$ cat config.mk
export PLATFORM = sky130hd
export DESIGN_NAME = dual_bridge_reader
export DESIGN_NICKNAME = d
export VERILOG_FILES = /design/src/rtl/dbr_pkg.sv /design/src/rtl/dbr_sync.sv /design/src/rtl/dbr_capture.sv /design/src/rtl/dual_bridge_reader.sv
export SDC_FILE = /design/constraint.sdc
export NUM_CORES = 1
export LEC_CHECK = 0
export BUFFER_PORTS_ARGS = -buffer_cell sky130_fd_sc_hd__buf_2
export CORE_AREA = 5 5 109 111
export CTS_CLUSTER_SIZE = 16
export DETAILED_ROUTE_END_ITERATION = 10
export DIE_AREA = 0 0 114 116
export PLACE_DENSITY = 0.72
export SLEW_MARGIN = 30
export SYNTH_ARGS = -nofsm -noshare
export SYNTH_HDL_FRONTEND = slang
export SYNTH_SLANG_ARGS = --single-unit
$ cat constraint.sdc
create_clock -name clk_i -period 2.65 [get_ports clk_i]
set_clock_uncertainty 0.1 [all_clocks]
set_input_delay 0.795 -clock clk_i [delete_from_list [all_inputs] [get_ports clk_i]]
set_output_delay 0.795 -clock clk_i [all_outputs]
set_load 0.01 [all_outputs]
$ cat src/rtl/dbr_pkg.sv
package dbr_pkg;
  typedef enum logic {
    ST_IDLE = 1'b0,
    ST_RUN  = 1'b1
  } dbr_state_e;
endpackage

$ cat src/rtl/dbr_sync.sv
module dbr_sync #(
  parameter int unsigned WIDTH = 2
) (
  input  logic             clk_i,
  input  logic             rst_ni,
  input  logic [WIDTH-1:0] d_i,
  output logic [WIDTH-1:0] q_o
);
  // Lines idle high, so reset to 1 (not ready).
  for (genvar g = 0; g < WIDTH; g++) begin : g_lane
    logic meta_q, sync_q;
    always_ff @(posedge clk_i or negedge rst_ni) begin
      if (!rst_ni) begin
        meta_q <= 1'b1;
        sync_q <= 1'b1;
      end else begin
        meta_q <= d_i[g];
        sync_q <= meta_q;
      end
    end
    assign q_o[g] = sync_q;
  end
endmodule

$ cat src/rtl/dbr_capture.sv
module dbr_capture #(
  parameter int unsigned IN_W  = 24,
  parameter int unsigned OUT_W = 32
) (
  input  logic             clk_i,
  input  logic             rst_ni,
  input  logic             shift_en_i,
  input  logic             bit_i,
  output logic [OUT_W-1:0] value_o
);
  localparam int unsigned EXT_W = OUT_W - IN_W;

  logic [IN_W-1:0] sh_q, sh_d;

  always_comb begin
    sh_d = sh_q;
    if (shift_en_i) sh_d = {sh_q[IN_W-2:0], bit_i};
  end

  always_ff @(posedge clk_i or negedge rst_ni) begin
    if (!rst_ni) sh_q <= '0;
    else if (shift_en_i) sh_q <= sh_d;
  end

  assign value_o = {{EXT_W{sh_q[IN_W-1]}}, sh_q};

  assert_msb_first_R4: assert property (@(posedge clk_i) disable iff (!rst_ni)
    shift_en_i |=> (sh_q[0] == $past(bit_i)) && (sh_q[IN_W-1:1] == $past(sh_q[IN_W-2:0])));
endmodule

$ cat src/rtl/dual_bridge_reader.sv
module dual_bridge_reader
  import dbr_pkg::*;
#(
  parameter int unsigned HIGH_CYC  = 8,
  parameter int unsigned LOW_CYC   = 8,
  parameter int unsigned DATA_BITS = 24,
  parameter int unsigned OUT_W     = 32
) (
  input  logic             clk_i,
  input  logic             rst_ni,
  input  logic             dout_a_i,
  input  logic             dout_b_i,
  output logic             sclk_o,
  output logic             valid_o,
  output logic [OUT_W-1:0] result_a_o,
  output logic [OUT_W-1:0] result_b_o
);
  localparam int unsigned PULSES = DATA_BITS + 1;
  localparam int unsigned MAXPH  = (HIGH_CYC > LOW_CYC) ? HIGH_CYC : LOW_CYC;
  localparam int unsigned PH_W   = $clog2(MAXPH + 1);
  localparam int unsigned PC_W   = $clog2(PULSES + 1);
  localparam int unsigned NCH    = 2;

  logic [NCH-1:0]   line_s;
  logic [OUT_W-1:0] cap [NCH];

  dbr_sync #(.WIDTH(NCH)) i_sync (
    .clk_i (clk_i),
    .rst_ni(rst_ni),
    .d_i   ({dout_b_i, dout_a_i}),
    .q_o   (line_s)
  );

  dbr_state_e      st_q, st_d;
  logic            sclk_q, sclk_d;
  logic [PH_W-1:0] ph_q, ph_d;
  logic [PC_W-1:0] pc_q, pc_d;
  logic            sample, finish, shift_en;
  logic            valid_q;
  logic [OUT_W-1:0] res_a_q, res_b_q;

  always_comb begin
    st_d   = st_q;
    sclk_d = sclk_q;
    ph_d   = ph_q;
    pc_d   = pc_q;
    sample = 1'b0;
    finish = 1'b0;
    unique case (st_q)
      ST_IDLE: begin
        if (line_s == '0) begin
          st_d   = ST_RUN;
          sclk_d = 1'b1;
          ph_d   = '0;
          pc_d   = '0;
        end
      end
      ST_RUN: begin
        ph_d = ph_q + 1'b1;
        if (sclk_q && ph_q == PH_W'(HIGH_CYC - 1)) begin
          sclk_d = 1'b0;
          ph_d   = '0;
        end else if (!sclk_q && ph_q == PH_W'(LOW_CYC - 1)) begin
          sample = 1'b1;
          pc_d   = pc_q + 1'b1;
          ph_d   = '0;
          if (pc_q == PC_W'(PULSES - 1)) begin
            finish = 1'b1;
            st_d   = ST_IDLE;
          end else begin
            sclk_d = 1'b1;
          end
        end
      end
      default: st_d = ST_IDLE;
    endcase
  end

  assign shift_en = sample && (pc_q < PC_W'(DATA_BITS));

  for (genvar c = 0; c < NCH; c++) begin : g_ch
    dbr_capture #(.IN_W(DATA_BITS), .OUT_W(OUT_W)) i_capture (
      .clk_i     (clk_i),
      .rst_ni    (rst_ni),
      .shift_en_i(shift_en),
      .bit_i     (line_s[c]),
      .value_o   (cap[c])
    );
  end

  always_ff @(posedge clk_i or negedge rst_ni) begin
    if (!rst_ni) begin
      st_q   <= ST_IDLE;
      sclk_q <= 1'b0;
      ph_q   <= '0;
      pc_q   <= '0;
    end else begin
      st_q   <= st_d;
      sclk_q <= sclk_d;
      ph_q   <= ph_d;
      pc_q   <= pc_d;
    end
  end

  always_ff @(posedge clk_i or negedge rst_ni) begin
    if (!rst_ni) valid_q <= 1'b0;
    else         valid_q <= finish;
  end

  always_ff @(posedge clk_i or negedge rst_ni) begin
    if (!rst_ni) begin
      res_a_q <= '0;
      res_b_q <= '0;
    end else if (finish) begin
      res_a_q <= cap[0];
      res_b_q <= cap[1];
    end
  end

  assign sclk_o     = sclk_q;
  assign valid_o    = valid_q;
  assign result_a_o = res_a_q;
  assign result_b_o = res_b_q;

  // Checker state: length of the current high phase.
  logic [PH_W:0] hi_run_q;
  always_ff @(posedge clk_i or negedge rst_ni) begin
    if (!rst_ni)     hi_run_q <= '0;
    else if (sclk_q) hi_run_q <= hi_run_q + 1'b1;
    else             hi_run_q <= '0;
  end

  assert_start_both_ready_R1: assert property (@(posedge clk_i) disable iff (!rst_ni)
    ($rose(sclk_o) && $past(st_q == ST_IDLE)) |-> $past(line_s == '0));

  assert_high_bounded_R2: assert property (@(posedge clk_i) disable iff (!rst_ni)
    hi_run_q <= (PH_W+1)'(HIGH_CYC));

  assert_pulse_limit_R3: assert property (@(posedge clk_i) disable iff (!rst_ni)
    pc_q <= PC_W'(PULSES));

  assert_valid_single_R6: assert property (@(posedge clk_i) disable iff (!rst_ni)
    valid_o |=> !valid_o);

  assert_hold_results_R6: assert property (@(posedge clk_i) disable iff (!rst_ni)
    !valid_o |-> $stable(result_a_o) && $stable(result_b_o));

  assert_idle_after_read_R7: assert property (@(posedge clk_i) disable iff (!rst_ni)
    valid_o |-> (st_q == ST_IDLE) && !sclk_o);
endmodule

# After elaboration in Yosys (flattened, before gate mapping)
# Index checks and enable logic that the tools add are counted.
# W data, S select, Z words.
# classes
muxes	25
bitwise_logic	1
magnitude_cmp	1
eq_ne	7
reduce_logical	7
add_sub_neg	2
# ops
cell	n
$mux W1	15
$mux W5	3
$mux W4	3
$pmux W5 S2	1
$pmux W4 S2	1
$reduce_and A3 Y1	2
$add A5 B1 Y5 const B	1
$eq A5 B5 Y1 const B	1
$lt A5 B5 Y1 const B	1
$add A4 B1 Y4 const B	1
$eq A4 B3 Y1 const B	1
$ne A2 B2 Y1 const B	2
$pmux W1 S2	2
$logic_and A1 B1 Y1	3
$ne A3 B1 Y1 const B	1
$ne A3 B3 Y1 const B	1
$logic_not A2 Y1	1
$ne A2 B1 Y1 const B	1
$logic_not A1 Y1	1
$not A1 Y1	1
# word_totals
ff_bits	112
elab_cells	56
in_bits	4
out_inout_bits	66

# Depth between registers and ports, before layout
# logic_depth
word_depth	6
ltp_mapped	6
ltp_nobuf	5

# By module
# From an unflattened synthesis, not the netlist that was laid out.
# hier_totals
hier_cells	321
hier_area_um2	5466.5
# modules_own_cells
mod	n_inst	area_per_inst_um2	cells_each
dual_bridge_reader	1	3231.8	197
dbr_capture	2	1057.3	59
dbr_sync	1	120.1	6

# Worst setup path after synthesis
# Ideal clock, no wire load.
# synth_timing
kind	reg-to-reg
startpoint	reg ph_q[0]
endpoint	reg g_ch[0].i_capture.sh_q[21]
setup_ns	0.127
slack_ns	0.736
arrival_time_ns	1.687
n_path_buf	2
stages_incl_launch_ff	7
cell_sequence	dfrtp_1 ha_1 nand4b_4 a211oi_2 buf_6 buf_6 mux2_1
# synth_via
elab_chain_cells	6
word_cells_on_any_way	7
cone_classes	eq/ne (1); mux (3); reduce/logical (3)
# synth_rtl
element	line_no	text
start, declared	dual_bridge_reader.sv:36	logic [PH_W-1:0] ph_q, ph_d;
start signal, assigned	dual_bridge_reader.sv:100	ph_q <= ph_d;
$eq A4 B3 Y1 (*)	dual_bridge_reader.sv:60, dual_bridge_reader.sv:63	
$logic_and A1 B1 Y1	dual_bridge_reader.sv:63	end else if (!sclk_q && ph_q == PH_W'(LOW_CYC - 1)) begin
$mux W1	dual_bridge_reader.sv:63	
$mux W1 (*)	dual_bridge_reader.sv:60	if (sclk_q && ph_q == PH_W'(HIGH_CYC - 1)) begin
$mux W1 (*)	dual_bridge_reader.sv:49	unique case (st_q)
$logic_and A1 B1 Y1 (*)	dual_bridge_reader.sv:79	assign shift_en = sample && (pc_q < PC_W'(DATA_BITS));
end signal, assigned	dbr_capture.sv:21	if (!rst_ni) sh_q <= '0;
end signal, assigned	dbr_capture.sv:22	else if (shift_en_i) sh_q <= sh_d;
end, declared	dbr_capture.sv:13	logic [IN_W-1:0] sh_q, sh_d;
# Every way passes the cells marked *; elsewhere a longest branch is shown, timed or not.
# A chain may end at the register's enable or synchronous reset.

# Worst setup path in the final report
# layout_timing
startpoint	reg sclk_q (netlist: sclk_o)
endpoint	out sclk_o
# layout_rtl
element	line_no	text
start, declared	dual_bridge_reader.sv:35	logic sclk_q, sclk_d;
start signal, assigned	dual_bridge_reader.sv:99	sclk_q <= sclk_d;
end, declared	dual_bridge_reader.sv:13	output logic sclk_o,
# No word-level cell between the ends.

==> results.txt <==
After technology mapping, the gate count stands at about 290. Yosys mapped the design onto 27 distinct sky130hd cell types. The length of routed wiring on met1 is ~3.2 mm. The number of setup violations in the final report came out at 0. The part of the power in registers is 0.602.

Clock-pin slew was measured on the worst setup and hold paths at approximately 0.11 ns. The number of core rows came out at 38. The die extent in y came out at roughly 120 um. The share of power burned in the clock network is 0.383.

Setup slack closes at approximately 0.54 ns. The leakage power of the design came out at 0.002712 uW. The clock network latency to the later pin of the worst-skew pair is 0.37 ns. The quantity of I/O buffers inserted on ports is slightly below 70. The hold violation count in the final report is 0. The worst path required time is between 1.5 and 2 ns. The flow ran to the end, and the final reports show no timing, DRC or antenna violations. The data arrival time of the critical path is about 1.2 ns. The worst slew margin relative to its limit came out at 0.7025. The final hold slack came out at ~0.25 ns. The fraction of final layout cells with drive strength greater than 1 came out at 0.5014.

The met2 wire length is ~3.5 mm. The internal power came out at around 2300 uW. The number of placed I/O pins came out at 70. The H-tree level count is 3. The via total after detailed routing came out at 2336. Counting the buffers created by CTS gives 9. The cell with the largest stage delay on the worst path is dfrtp_1. The number of global-route vias before repair was around 2.5k. After detailed routing, the number of remaining DRC violations is 0. The count of inserted antenna diode cells came out at 0. The synthesized area divided by synthesized cell count came out at between 15 and 20 um^2.

The congestion estimate from routability-driven global placement came to about 0.7. The maximum frequency from static timing analysis is ~470 MHz. The buffering stage count on the worst path with inverters included came out at 1.

The number of gates resized after CTS is 0. The maximum fanout along the worst path is 11. The number of setup buffers added after CTS is 0. The residual antenna-violating net count after detailed routing came out at 0. The net total in the final layout came out at 349.

The proportion of synthesized chip area in sequential cells is 0.6332. The peak ir drop on the vdd network came out at 0.3263 mV. The detailed placer's ending HPWL came out at 4.836 mm.

The root buffer cell chosen for the clock tree is clkbuf_8. The capturing element type of the critical path is a primary output. The cell family with the largest share of critical-path delay is flip-flops. The growth of design area from synthesis to finish is 13.94%. The number of maximum-capacitance violations came out at 0. The starting density of the core is 0.4145. The region available for standard cell placement spans 0.01070 mm^2. STA classifies the critical path startpoint as a flip-flop. The iteration-0 DRC count of the detailed router is 71.

The via-per-instance ratio came out at 4.797. Synthesis inferred between 100 and 150 register bits. The kind of path behind the tightest hold check is in -> async. TritonCTS built the clock tree.

During synthesis, Yosys emitted a total of 0 warnings. The die is 114 um wide. For this run, the slowest stage of the critical path takes between 0.6 and 0.7 ns. The worst register-to-register path has a setup slack of between 0.5 and 0.6 ns. The count of hold-fix buffers inserted at cts is 0. The routed design uses around 220 um of met3 wire. The share of the cycle needed by the critical path after routing came out at 0.7975. The global route total overflow is 0. The initial antenna violation count came out at 0. The worst setup path is of the reg -> out kind.

The switching part of the total is 0.2116. The pin count of the biggest net entering global routing is 70. The number of buffers between clock root and the deepest sink is 2. The number of clock sinks seen by CTS is roughly 110.

The post-synthesis net count is about 290. The power density over cell area is 567.1 mW/mm^2. The net load switching power is 606.3 uW.

The signal on the critical path passes through buf_2. The die covers about 0.013 mm^2. The synthesized cell area is 0.004434 mm^2. The uppermost layer routed is met4. For this block, the routed nets add up to between 7 and 8 mm of wire. The transition time of the tightest slew-check pin is approximately 0.45 ns. The worst setup slack before clock tree synthesis is approximately 0.57 ns.

The time the worst path needs with I/O delays and setup came out at around 2.1 ns. The count of pins over their slew limit is 0. The first detailed-routing pass ran for 4 iterations. The overall global routing resource usage is 0.1176. Setup total negative slack on the finished layout was measured at 0 ns. The first-pass GRT wire length came out at ~12 mm. The part of the power in combinational logic came out at 0.015. Setup repair after global routing left no endpoint under its margin. The routed wirelength normalized by instance count came out at between 10 and 15 um.
[power groups by stage]
| stage | combinational [uW] | clock, uW | sequential [uW] |
|---|---|---|---|
| floorplan | 3.97 | 0 | 1760 |
| global placement | 44.4 | 0 | 1760 |
| detailed placement | 45.9 | 0 | 1760 |
| CTS | 45.7 | 1140 | 1720 |
| global route | 52.1 | 1200 | 1730 |
| finish | 42.2 | 1100 | 1720 |
[sequential cells by signal, indices dropped and copies added, names as in the netlist]
name                  count
g_ch.i_capture.sh_q      48
i_sync.g_lane.meta_q      2
i_sync.g_lane.sync_q      2
pc_q                      5
ph_q                      4
result_a_o               24
result_b_o               24
sclk_o                    1
st_q                      1
valid_o                   1
[cell usage in the layout, fill, tap and decap left out, drive strengths merged, types with 3 or more instances in the layout]
cell | netlist | layout
mux2i | 3 | 3
dfstp | 4 | 4
nand2 | 3 | 3
mux2 | 96 | 96
nor2 | 4 | 4
dfrtp | 108 | 108
clkbuf | 2 | 9
inv | 3 | 3
xor2 | 3 | 3
nand3 | 4 | 4
buf | 27 | 75
clkinvlp | 0 | 3
ha | 3 | 3
o21ai | 10 | 10
o211ai | 4 | 4
[synth_stat cells]
library cell	number	share of area
or2_2	1	0.0014
nor2_1	4	0.0034
buf_4	19	0.032
dfstp_2	4	0.024
mux2_1	23	0.058
nand2b_1	2	0.0028
o21ai_0	10	0.011
mux2_2	73	0.19
mux2i_1	3	0.0068
inv_1	3	0.0025
buf_2	5	0.0056
clkbuf_1	2	0.0017
nand4b_1	1	0.0020
or3_1	1	0.0014
or3b_2	1	0.0020
o211ai_1	4	0.0068
a211oi_2	1	0.0028
nand3_1	4	0.0045
xor2_1	3	0.0059
ha_1	3	0.0085
nand2_1	3	0.0025
nand4b_4	1	0.0054
dfrtp_1	108	0.61
nor3_2	1	0.0023
a211oi_1	1	0.0017
a31o_2	1	0.0020
buf_6	3	0.0076
[metrics by stage]
step	instance area, um^2	util	power (uW)	std cells
after CTS	5052	0.4723	2909	487
after global placement	4832	0.4517	1802	471
final	5052	0.4723	2865	487
after detailed placement	4832	0.4517	1804	471
after floorplan	4434	-	1760	285
after global routing	5052	0.4723	2974	487
[per-layer routing]
metal,global-route usage,vias to the layer above
met5,0,-
met4,0.05226,0
met3,0.02820,14
met2,0.1952,38
met1,0.1470,1190
li1,-,1094
[kinds of logic (layout without fill, tap and decap cells)]
family                   after synthesis  count (layout)  synth area share
AO/OA/AOI/OAI                         17              17           0.02455
XOR/XNOR                               3               3          0.005927
adder cells (fa/ha/maj)                3               3          0.008466
buffers and inverters                 32              94           0.04966
flip-flops                           112             112            0.6332
multiplexers                          99              99            0.2506
AND/OR/NAND/NOR                       19              19           0.02765
[path summary, 6_finish.rpt]
check	from	end	cells after the start
max	sclk_o	sclk_o	1
max in group asynchronous	rst_ni	i_sync.g_lane[1].meta_q	2
min reg2reg	i_sync.g_lane[1].meta_q	i_sync.g_lane[1].sync_q	0
min in group clk_i	i_sync.g_lane[1].meta_q	i_sync.g_lane[1].sync_q	0
min	rst_ni	result_a_o[17]	1
max reg2reg	ph_q[0]	g_ch[0].i_capture.sh_q[10]	5
[layout make-up]
cell class,count,area (um^2)
fillers,970,5645
repair buffers,75,417.9
clock inverters,7,96.34
multi-input cells,141,1420
flip-flops and latches,112,2808
well taps,140,175.2
inverters,3,11.26
clock buffers,9,123.9
Note: power is estimated with default switching activity, not from simulation.
